## config.mk

```make
export PLATFORM = sky130hd
export DESIGN_NAME = bcd_decade_counter
export DESIGN_NICKNAME = d
export VERILOG_FILES = /design/src/rtl/bcd_cnt_pkg.sv /design/src/rtl/bcd_step.sv /design/src/rtl/bcd_carry_gen.sv /design/src/rtl/bcd_decade_counter.sv
export SDC_FILE = /design/constraint.sdc
export NUM_CORES = 1
export LEC_CHECK = 0
export CORE_AREA = 5 5 42 44
export DETAILED_ROUTE_END_ITERATION = 6
export DIE_AREA = 0 0 47 49
export SLEW_MARGIN = 10
export SYNTH_ARGS = -nofsm -noshare
export SYNTH_HDL_FRONTEND = slang
export SYNTH_SLANG_ARGS = --single-unit
export TNS_END_PERCENT = 1
```

## constraint.sdc

```tcl
create_clock -name clk -period 2 [get_ports clk]
set_clock_uncertainty 0.05 [all_clocks]
set_input_delay 0.4 -clock clk [delete_from_list [all_inputs] [get_ports clk]]
set_output_delay 0.4 -clock clk [all_outputs]
set_load 0.02 [all_outputs]
```

## src/rtl/bcd_cnt_pkg.sv

```systemverilog
package bcd_cnt_pkg;
    localparam int DIGIT_W = 4;
    localparam int RADIX   = 10;

    typedef enum logic [1:0] {
        ACT_HOLD = 2'd0,
        ACT_LOAD = 2'd1,
        ACT_STEP = 2'd2
    } act_e;
endpackage

```

## src/rtl/bcd_step.sv

```systemverilog
module bcd_step #(
    parameter int W     = bcd_cnt_pkg::DIGIT_W,
    parameter int RADIX = bcd_cnt_pkg::RADIX
) (
    input  logic [W-1:0] cur,
    output logic [W-1:0] nxt
);
    localparam logic [W-1:0] TERM = W'(RADIX - 1);

    // Terminal and out-of-range values both fall back to zero.
    always_comb begin
        if (cur >= TERM) nxt = '0;
        else             nxt = cur + 1'b1;
    end
endmodule

```

## src/rtl/bcd_carry_gen.sv

```systemverilog
module bcd_carry_gen #(
    parameter int W     = bcd_cnt_pkg::DIGIT_W,
    parameter int RADIX = bcd_cnt_pkg::RADIX
) (
    input  logic [W-1:0] cur,
    input  logic         chain_en,
    output logic         carry
);
    localparam logic [W-1:0] TERM = W'(RADIX - 1);

    assign carry = chain_en & (cur == TERM);
endmodule

```

## src/rtl/bcd_decade_counter.sv

```systemverilog
module bcd_decade_counter #(
    parameter int W     = bcd_cnt_pkg::DIGIT_W,
    parameter int RADIX = bcd_cnt_pkg::RADIX
) (
    input  logic         clk,
    input  logic         clr_n,
    input  logic         ld_n,
    input  logic         cnt_en,
    input  logic         chain_en,
    input  logic [W-1:0] din,
    output logic [W-1:0] count,
    output logic         carry_out
);
    import bcd_cnt_pkg::*;

    typedef struct packed {
        logic [W-1:0] value;
    } cnt_state_t;

    cnt_state_t    state_d, state_q;
    act_e          act;
    logic [W-1:0]  stepped;

    bcd_step #(.W(W), .RADIX(RADIX)) u_step (
        .cur (state_q.value),
        .nxt (stepped)
    );

    bcd_carry_gen #(.W(W), .RADIX(RADIX)) u_carry (
        .cur      (state_q.value),
        .chain_en (chain_en),
        .carry    (carry_out)
    );

    // Load outranks counting; clear is handled in the register.
    always_comb begin
        if (!ld_n)                  act = ACT_LOAD;
        else if (cnt_en && chain_en) act = ACT_STEP;
        else                        act = ACT_HOLD;
    end

    always_comb begin
        state_d = state_q;
        unique case (act)
            ACT_LOAD: state_d.value = din;
            ACT_STEP: state_d.value = stepped;
            default:  state_d.value = state_q.value;
        endcase
    end

    always_ff @(posedge clk or negedge clr_n) begin
        if (!clr_n) state_q <= '0;
        else        state_q <= state_d;
    end

    assign count = state_q.value;
endmodule

```

* Yosys cells after proc, flatten, opt, wreduce, memory -nomap -nowiden
Index checks and enable logic that the tools add are counted.
Storage, ports and cells: input port bits 9, output and inout port bits 5, bits in registers 4
Operators by class: equal/unequal tests 3, multiplexer cells 4, $lt $le $gt $ge 1, reduce and logical (&&, ||, !) cells 2, bitwise gates (word level) 1, add/subtract/negate cells 1
Operators with widths (number):
- one-hot mux 4 bit (2 select lines) | 1
- adder 4 x 1 -> 4 bit, second input constant | 1
- == test 4 bit, second input constant | 1
- greater-or-equal comparator 4 bit, second input constant | 1
- two-way mux 2 bit | 2
- two-way mux 4 bit | 1
- == test 2 x 1 -> 1 bit, second input constant | 1
- == test 2 bit, second input constant | 1
- nonzero test 2 bit | 1
- AND 1 bit | 1
- logical AND 1 bit | 1

* Depth between registers and ports, before layout
Gate-level depths: netlist of run 1.
word-level depth 5, mapped depth 5

* Modules after synthesis
Synthesis of run 1 repeated with hierarchy kept, for this count alone.
Unflattened totals: cells, all modules 39, area, all modules 345.3 sq um
Modules (own cells, without submodules):
- bcd_decade_counter | cells an instance 23, times used 1, area an instance 220.2 sq um
- bcd_step | cells an instance 14, times used 1, area an instance 112.6 sq um
- bcd_carry_gen | cells an instance 2, times used 1, area an instance 12.5 sq um

* Least setup slack after synthesis of run 1
No wires, ideal clock.
path kind register to output, start reg state_q, in the netlist count[1], end out carry_out, cell stages (with the launch flop) 5, required time 1.550 ns, arrival 1.324 ns, slack 0.226 ns, cells stage by stage dfrtp_1 inv_1 ha_1 nand2_1 nor3_1
On the way: word-level cells in the longest chain between the ends 2
RTL lines:
- start, declared | line bcd_decade_counter.sv:20 | cnt_state_t state_d, state_q;
- start signal, assigned | line bcd_decade_counter.sv:53 | else state_q <= state_d;
- == test 4 bit | line bcd_carry_gen.sv:11 | assign carry = chain_en & (cur == TERM);
- AND 1 bit | line bcd_carry_gen.sv:11
- end, declared | line bcd_decade_counter.sv:12 | output logic carry_out
Every way passes these cells.

* Worst setup path in the final report of run 1
start in chain_en, end out carry_out
On the way: word-level cells in the longest chain between the ends 1
RTL lines:
- start, declared | line bcd_decade_counter.sv:9 | input logic chain_en,
- AND 1 bit | line bcd_carry_gen.sv:11
Every way passes these cells.

==> Flow_metrics.wiki, run 1 <==
{| class="wikitable"
! Metric !! Value
|-
| Wire length of the first global-routing pass || 1290 um
|-
| Number of buffers created by CTS || 3
|-
| Total Wirelength || around 750 um
|-
| Worst EP required || 1.55 ns
|-
| Final setup violating endpoints || 0
|-
| Combinational power share || 36.5%
|-
| RD Place Congestion || 0.731
|-
| Core area || around 1400 sq um
|-
| TritonCTS clock tree || yes
|-
| Worst R2R Start || count[0]
|-
| IR drop worst, VDD || 0.370 mV
|-
| Switching power || 0.0000903 W
|-
| Data arrival, critical path || approximately 1.4 ns
|-
| Detailed-route vias per instance || 4.51
|-
| Minimum setup slack after placement || -0.138 ns
|-
| Row count || 14
|-
| Start point of the critical path || chain_en
|-
| Longest Clk Path Bufs || 2
|-
| PwrDens || 607 nW/um^2
|-
| Total vias in the final route || roughly 320
|-
| Per-cell routed wire length || 10.7 um
|-
| Number of pins exceeding their max-slew limit in the final report || 0
|-
| Register clock-pin slew on the reported worst setup and hold paths || about 0.040 ns
|-
| # Max-Cap Violations || 0
|-
| Number of synthesized register bits || 4
|-
| HPWL reported at the end of detailed placement || ~640 um
|-
| Number of cell instances on the worst register-to-register path || 6
|-
| Count of H-tree levels built during CTS || 1
|-
| Buffers added on ports || 13
|-
| Result of the run || finished clean
|-
| Area delta synth->final || 65.3%
|-
| Total congestion overflow after global routing || 0
|-
| Final net count || ~70
|-
| Placed cells || between 60 and 70
|-
| Worst Hold Class || in -> async
|-
| DR iter-0 viols || 3
|-
| Antenna cells || 0
|-
| Vertical extent of the die || 49 um
|-
| Relative contribution of the clock network to total power || a little under a third
|-
| Worst setup EP type || output pin
|-
| Share of power burned in registers || 31.7%
|-
| Int Power || 0.000214 W
|-
| Worst hold slack || about 0.33 ns
|-
| Post-route DRC violation count || 0
|-
| Count of mapped cells out of synthesis || 35
|-
| Critical path startpoint category || primary input
|-
| Largest net degree at the start of global routing || 9
|-
| Post-detailed-route count of antenna-violating nets || 0
|-
| Largest register FFs || 4
|-
| Post-route fraction of the period consumed by the critical path || 92.5%
|-
| Layout cell share with drive strength beyond 1 || 16.7%
|-
| Synthesis warning total || 0
|-
| RSZ-0062 raised after global routing || no
|-
| Horizontal die dimension || 47 um
|-
| End of the worst register-to-register path || count[1]
|-
| Post-synth design cell area || 303 sq um
|-
| Hold buffer count at cts || 0
|-
| Switching part of the total || 29.7%
|-
| Transition time at the pin with the least slew margin || around 0.33 ns
|-
| Slack of the worst reg-to-reg path || 0.45 ns
|-
| Drt first pass iters || 4
|-
| Number of buffers inserted by post-CTS setup repair || 0
|-
| Synth cell types || 16
|-
| Vias in the first global route || 317
|-
| Initial standard-cell utilization of the core || 21.6%
|-
| Cell at the root of the clock tree || sky130_fd_sc_hd__clkbuf_4
|-
| Source-to-sink clock delay at the later pin of the worst-skew pair || 0.23 ns
|-
| Fin. Hold Viols || 0
|-
| Post-synth net total || 47
|-
| Slew HR || 78.1%
|-
| Share of the yosys chip area belonging to registers || roughly 33%
|-
| Count of pins on the block boundary || 14
|-
| Die footprint || 2300 sq um
|-
| GRT Util Overall || 7.89%
|-
| Worst Path Max Fanout || 2
|-
| Maximum clock frequency || 540 MHz
|-
| Reported leakage power || 0.220 nW
|-
| Per-instance average area after synthesis || 8.65 sq um
|-
| Post-layout worst setup margin || 0.150 ns
|-
| Clock sink count || 4
|-
| Minimum clock period || 1.85 ns
|-
| Number of antenna violations at the first check in global routing || 0
|-
| Kind of critical path || in -> out
|-
| Final cell count without fillers || 70
|}
cell usage after synthesis:
cell type | number | share of area, %
sky130_fd_sc_hd__nand2_2 | 1 | 2.1
sky130_fd_sc_hd__nor2_1 | 5 | 6.2
sky130_fd_sc_hd__nor3_1 | 1 | 1.7
sky130_fd_sc_hd__dfrtp_1 | 4 | 33
sky130_fd_sc_hd__nand2_8 | 1 | 6.6
sky130_fd_sc_hd__and4b_1 | 1 | 3.3
sky130_fd_sc_hd__o21ai_0 | 3 | 5.0
sky130_fd_sc_hd__or4_1 | 1 | 2.5
sky130_fd_sc_hd__a31oi_1 | 4 | 8.3
sky130_fd_sc_hd__ha_1 | 3 | 12
sky130_fd_sc_hd__nor2b_1 | 1 | 2.1
sky130_fd_sc_hd__buf_1 | 1 | 1.2
sky130_fd_sc_hd__nor3b_1 | 1 | 2.5
sky130_fd_sc_hd__nand2_1 | 3 | 3.7
sky130_fd_sc_hd__o2111ai_1 | 2 | 5.8
sky130_fd_sc_hd__inv_1 | 3 | 3.7
stage by stage:
| step | TNS (ns) | instance area [sq um] | total power, W | util [%] |
|---|---|---|---|---|
| floorplan | 0 | 303 | 0.000152 | - |
| detailed placement | -0.138 | 479 | 0.000211 | 34.2 |
| global route | 0 | 500 | 0.000333 | 35.7 |
| global placement | -0.114 | 479 | 0.000210 | 34.2 |
| finish | 0 | 500 | 0.000304 | 35.7 |
| CTS | 0 | 500 | 0.000313 | 35.7 |
kinds of logic after synthesis:
logic type / synth area share, %
flip-flops: 33.1
AND/OR/NAND/NOR: 30.6
adder cells (fa/ha/maj): 12.4
buffers and inverters: 4.96
AO/OA/AOI/OAI: 19.0
layer usage:
metal / wire (um) / part of all wire (%) / vias to the layer above / global-route usage [%]
met3: 92 / 12 / 0 / 6.64
li1: - / - / 164 / -
met4: 0 / 0 / 0 / 1.38
met1: 338 / 45 / 138 / 9.91
met5: 0 / 0 / - / 0
met2: 317 / 42 / 14 / 10.4
cell usage in the layout (no fill, tap or decap), types with 2 or more instances in the layout:
cell type | Yosys | layout
sky130_fd_sc_hd__a31oi_1 | 4 | 4
sky130_fd_sc_hd__buf_4 | 0 | 4
sky130_fd_sc_hd__clkbuf_4 | 0 | 3
sky130_fd_sc_hd__clkdlybuf4s50_1 | 0 | 12
sky130_fd_sc_hd__dfrtp_1 | 4 | 4
sky130_fd_sc_hd__ha_1 | 3 | 3
sky130_fd_sc_hd__inv_1 | 3 | 3
sky130_fd_sc_hd__nand2_1 | 3 | 3
sky130_fd_sc_hd__nor2_1 | 5 | 5
sky130_fd_sc_hd__o2111ai_1 | 2 | 2
sky130_fd_sc_hd__o21ai_0 | 3 | 3
how the worst max path moves through the flow:
stage | cells past startpoint | end
6_report | 4 | carry_out
2_1_floorplan | 4 | carry_out
3_3_place_gp | 4 | carry_out
5_1_grt | 5 | carry_out
4_1_cts | 5 | carry_out
3_5_place_dp | 4 | carry_out
power groups by stage:
stage / Clock, W / Sequential (W) / Combinational [W]
floorplan: 0 / 0.000116 / 0.0000355
global placement: 0 / 0.0000976 / 0.000112
detailed placement: 0 / 0.0000977 / 0.000113
CTS: 0.000103 / 0.0000968 / 0.000113
global route: 0.000110 / 0.0000978 / 0.000125
finish: 0.0000965 / 0.0000964 / 0.000111
area by class of cell:
type	instances	area [sq um]
tap	16	20.0
timing repair buffer	17	159
clock buffer	3	22.5
multi-input combinational	27	188
fill	144	901
sequential	4	100
inverter	3	11.3
worst max-delay path, stage by stage:
cell and delay [ns]:
sky130_fd_sc_hd__clkdlybuf4s50_1 0.48, sky130_fd_sc_hd__nand2_1 0.06, sky130_fd_sc_hd__nor3_1 0.11, sky130_fd_sc_hd__dlygate4sd2_1 0.35
timing repair:
item | 4_1_cts | 5_1_grt
setup endpoints to repair | 1 | 0
endpoints found under the hold margin | 0 | 0
gates resized for setup | 1 | 0
Note: power is estimated with default switching activity, not from simulation.
==> run 2, diff against run 1 <==
CORE_AREA = 2 2 39 41   (was 5 5 42 44)
DIE_AREA = 0 0 41 43   (was 0 0 47 49)
SLEW_MARGIN = 20   (was 10)
clock period = 1.8 ns   (was 2 ns; I/O delays follow)
==> Flow_metrics.wiki, run 2 (synthesized netlist as in run 1, its figures left out) <==
{| class="wikitable"
! Metric !! Value
|-
| Result of the run || finished clean (unchanged)
|-
| Reported leakage power || 0.253 nW (was 0.220 nW)
|-
| Wire length of the first global-routing pass || 1190 um (was 1290 um)
|-
| Largest register FFs || 4 (unchanged)
|-
| IR drop worst, VDD || 0.330 mV (was 0.370 mV)
|-
| Count of H-tree levels built during CTS || 1 (unchanged)
|-
| Clock sink count || 4 (unchanged)
|-
| PwrDens || 654 nW/um^2 (was 607 nW/um^2)
|-
| Horizontal die dimension || 41 um (was 47 um)
|-
| Critical path startpoint category || flip-flop (was primary input)
|-
| Total Wirelength || 723 um (was 748 um)
|-
| Worst setup EP type || output pin (unchanged)
|-
| Worst Hold Class || in -> async (unchanged)
|-
| Fin. Hold Viols || 0 (unchanged)
|-
| Total vias in the final route || 319 (was 316)
|-
| Kind of critical path || reg -> out (was in -> out)
|-
| HPWL reported at the end of detailed placement || 611 um (was 644 um)
|-
| Worst Path Max Fanout || 4 (was 2)
|-
| Post-detailed-route count of antenna-violating nets || 0 (unchanged)
|-
| Series of cell instances along the critical path || buf_4 > clkdlybuf4s50_1 (was clkdlybuf4s50_1 > nand2_1 > nor3_1 > dlygate4sd2_1)
|-
| Maximum clock frequency || 582 MHz
|-
| Critical path's slowest cell || sky130_fd_sc_hd__clkdlybuf4s50_1 (unchanged)
|-
| Detailed-route vias per instance || 4.31 (was 4.51)
|-
| Transition time at the pin with the least slew margin || 0.344 ns (was 0.328 ns)
|-
| Placed cells || 71 (was 67)
|-
| Core area || 1380 sq um (was 1400 sq um)
|-
| Register clock-pin slew on the reported worst setup and hold paths || 0.04 ns (about the same)
|-
| Post-route DRC violation count || 0 (unchanged)
|-
| Vertical extent of the die || 43 um (was 49 um)
|-
| TritonCTS clock tree || yes (unchanged)
|-
| Drt first pass iters || 2 (was 4)
|-
| Worst path max stage delay || 0.59 ns (was 0.48 ns)
|-
| Top library cells by usage in the layout, fill and taps aside || sky130_fd_sc_hd__clkdlybuf4s50_1 (10), sky130_fd_sc_hd__buf_4 (8), sky130_fd_sc_hd__nor2_1 (5) (was sky130_fd_sc_hd__clkdlybuf4s50_1 (12), sky130_fd_sc_hd__nor2_1 (5), sky130_fd_sc_hd__a31oi_1 (4), sky130_fd_sc_hd__dfrtp_1 (4), sky130_fd_sc_hd__buf_4 (4))
|-
| GRT Util Overall || 10.3% (was 7.89%)
|-
| Initial standard-cell utilization of the core || 21.9% (was 21.6%)
|-
| Number of pins exceeding their max-slew limit in the final report || 0 (unchanged)
|-
| Number of buffers created by CTS || 3 (unchanged)
|-
| Vias in the first global route || 297 (was 317)
|-
| Row count || 14 (unchanged)
|-
| Slack of the worst reg-to-reg path || 0.24 ns (was 0.45 ns)
|-
| Count of pins on the block boundary || 14 (unchanged)
|-
| Longest Clk Path Bufs || 2 (unchanged)
|-
| Layout cell share with drive strength beyond 1 || 24.1% (was 16.7%)
|-
| DR iter-0 viols || 3 (unchanged)
|-
| Placed instance area || 509 sq um (was 479 sq um)
|-
| Cell at the root of the clock tree || sky130_fd_sc_hd__clkbuf_4 (unchanged)
|-
| RSZ-0062 raised after global routing || no (unchanged)
|-
| Buffers added on ports || 13 (unchanged)
|-
| Minimum setup slack after placement || -0.268 ns (was -0.138 ns)
|-
| Power, Total || 0.000348 W (was 0.000304 W)
|-
| Largest net degree at the start of global routing || 9 (unchanged)
|-
| Number of antenna violations at the first check in global routing || 0 (unchanged)
|-
| Post-layout worst setup margin || 0.0832 ns (was 0.150 ns)
|-
| Most frequent standard cell in the layout excluding fill and tap cells || sky130_fd_sc_hd__clkdlybuf4s50_1 (unchanged)
|-
| Slew HR || 77.0% (was 78.1%)
|-
| Die footprint || 1760 sq um (was 2300 sq um)
|-
| Antenna cells || 0 (unchanged)
|-
| # Max-Cap Violations || 0 (unchanged)
|-
| Worst EP required || 1.39 ns (was 1.55 ns)
|-
| Post-route fraction of the period consumed by the critical path || 95.4%
|-
| Minimum clock period || 1.72 ns
|-
| Post-route cell area || 532 sq um (was 500 sq um)
|-
| RD Place Congestion || 0.738 (was 0.731)
|-
| Per-cell routed wire length || 9.77 um (was 10.7 um)
|-
| Number of fill cells || 152 (was 144)
|-
| Final cell count without fillers || 74 (was 70)
|-
| Area delta synth->final || 75.6% (was 65.3%)
|-
| Final sum of negative setup slack || 0 ns (unchanged)
|-
| Final setup violating endpoints || 0 (unchanged)
|-
| Data arrival, critical path || 1.31 ns (was 1.40 ns)
|-
| Total congestion overflow after global routing || 0 (unchanged)
|-
| Hold buffer count at cts || 0 (unchanged)
|-
| Source-to-sink clock delay at the later pin of the worst-skew pair || 0.23 ns (about the same)
|-
| Final net count || 72 (was 68)
|}
## run 2: changes by cell type in the layout (fill, tap and decap cells not counted), sizes merged
cell	delta
dlymetal6s2s	+2
clkdlybuf4s50	-2
dlygate4sd2	-1
buf	+5
## run 2: routing by layer
layer | wire length, um | global-route usage, % | vias to the layer above
met3 | 53 | 6.28 | 0
li1 | - | - | 171
met4 | 0 | 2.00 | 0
met5 | 0 | 0 | -
met1 | 339 | 14.0 | 137
met2 | 330 | 13.8 | 11
## run 2: worst paths after layout
check | depth (start not counted) | to | from
worst max-delay path | 2 | count[0] | count[0]
worst min-delay path | 1 | count[2] | clr_n
worst max register to register | 6 | count[1] | count[0]
worst min register to register | 3 | count[3] | count[3]
max in group asynchronous | 1 | count[0] | clr_n
min in group clk | 3 | count[3] | count[3]
## run 2: repair_timing
item                       4_1_cts  5_1_grt
setup buffers                    0        0
pin swaps                        0        0
resized for setup                4        3
setup endpoints to repair        1        3
## run 2: critical path, delay by kind of cell, from the launching register on
kind	cells	cell delay (ns)
buf+inv	2	0.72
flops	1	0.35
## run 2: final cells by class
class	instances	area [sq um]	area share, %
Clock buffer	3	22.5	4.24
Inverter	3	11.3	2.12
Multi-Input combinational cell	27	188	35.3
Sequential cell	4	100	18.8
Tap cell	16	20.0	3.76
Timing Repair Buffer	21	190	35.8
## run 2: where the power goes
| part | internal, W | switching (W) |
|---|---|---|
| Sequential | 0.000100 | 0.00000585 |
| Combinational | 0.0000702 | 0.0000629 |
| Clock | 0.0000744 | 0.0000346 |
## run 2: per-stage QoR
step	utilization (%)	hold WS (ns)
6_report	38.4	0.278
5_1_grt	38.4	0.288
4_1_cts	38.5	0.275
3_5_place_dp	36.8	0.529
3_3_place_gp	36.8	0.525
2_1_floorplan	-	0.0144
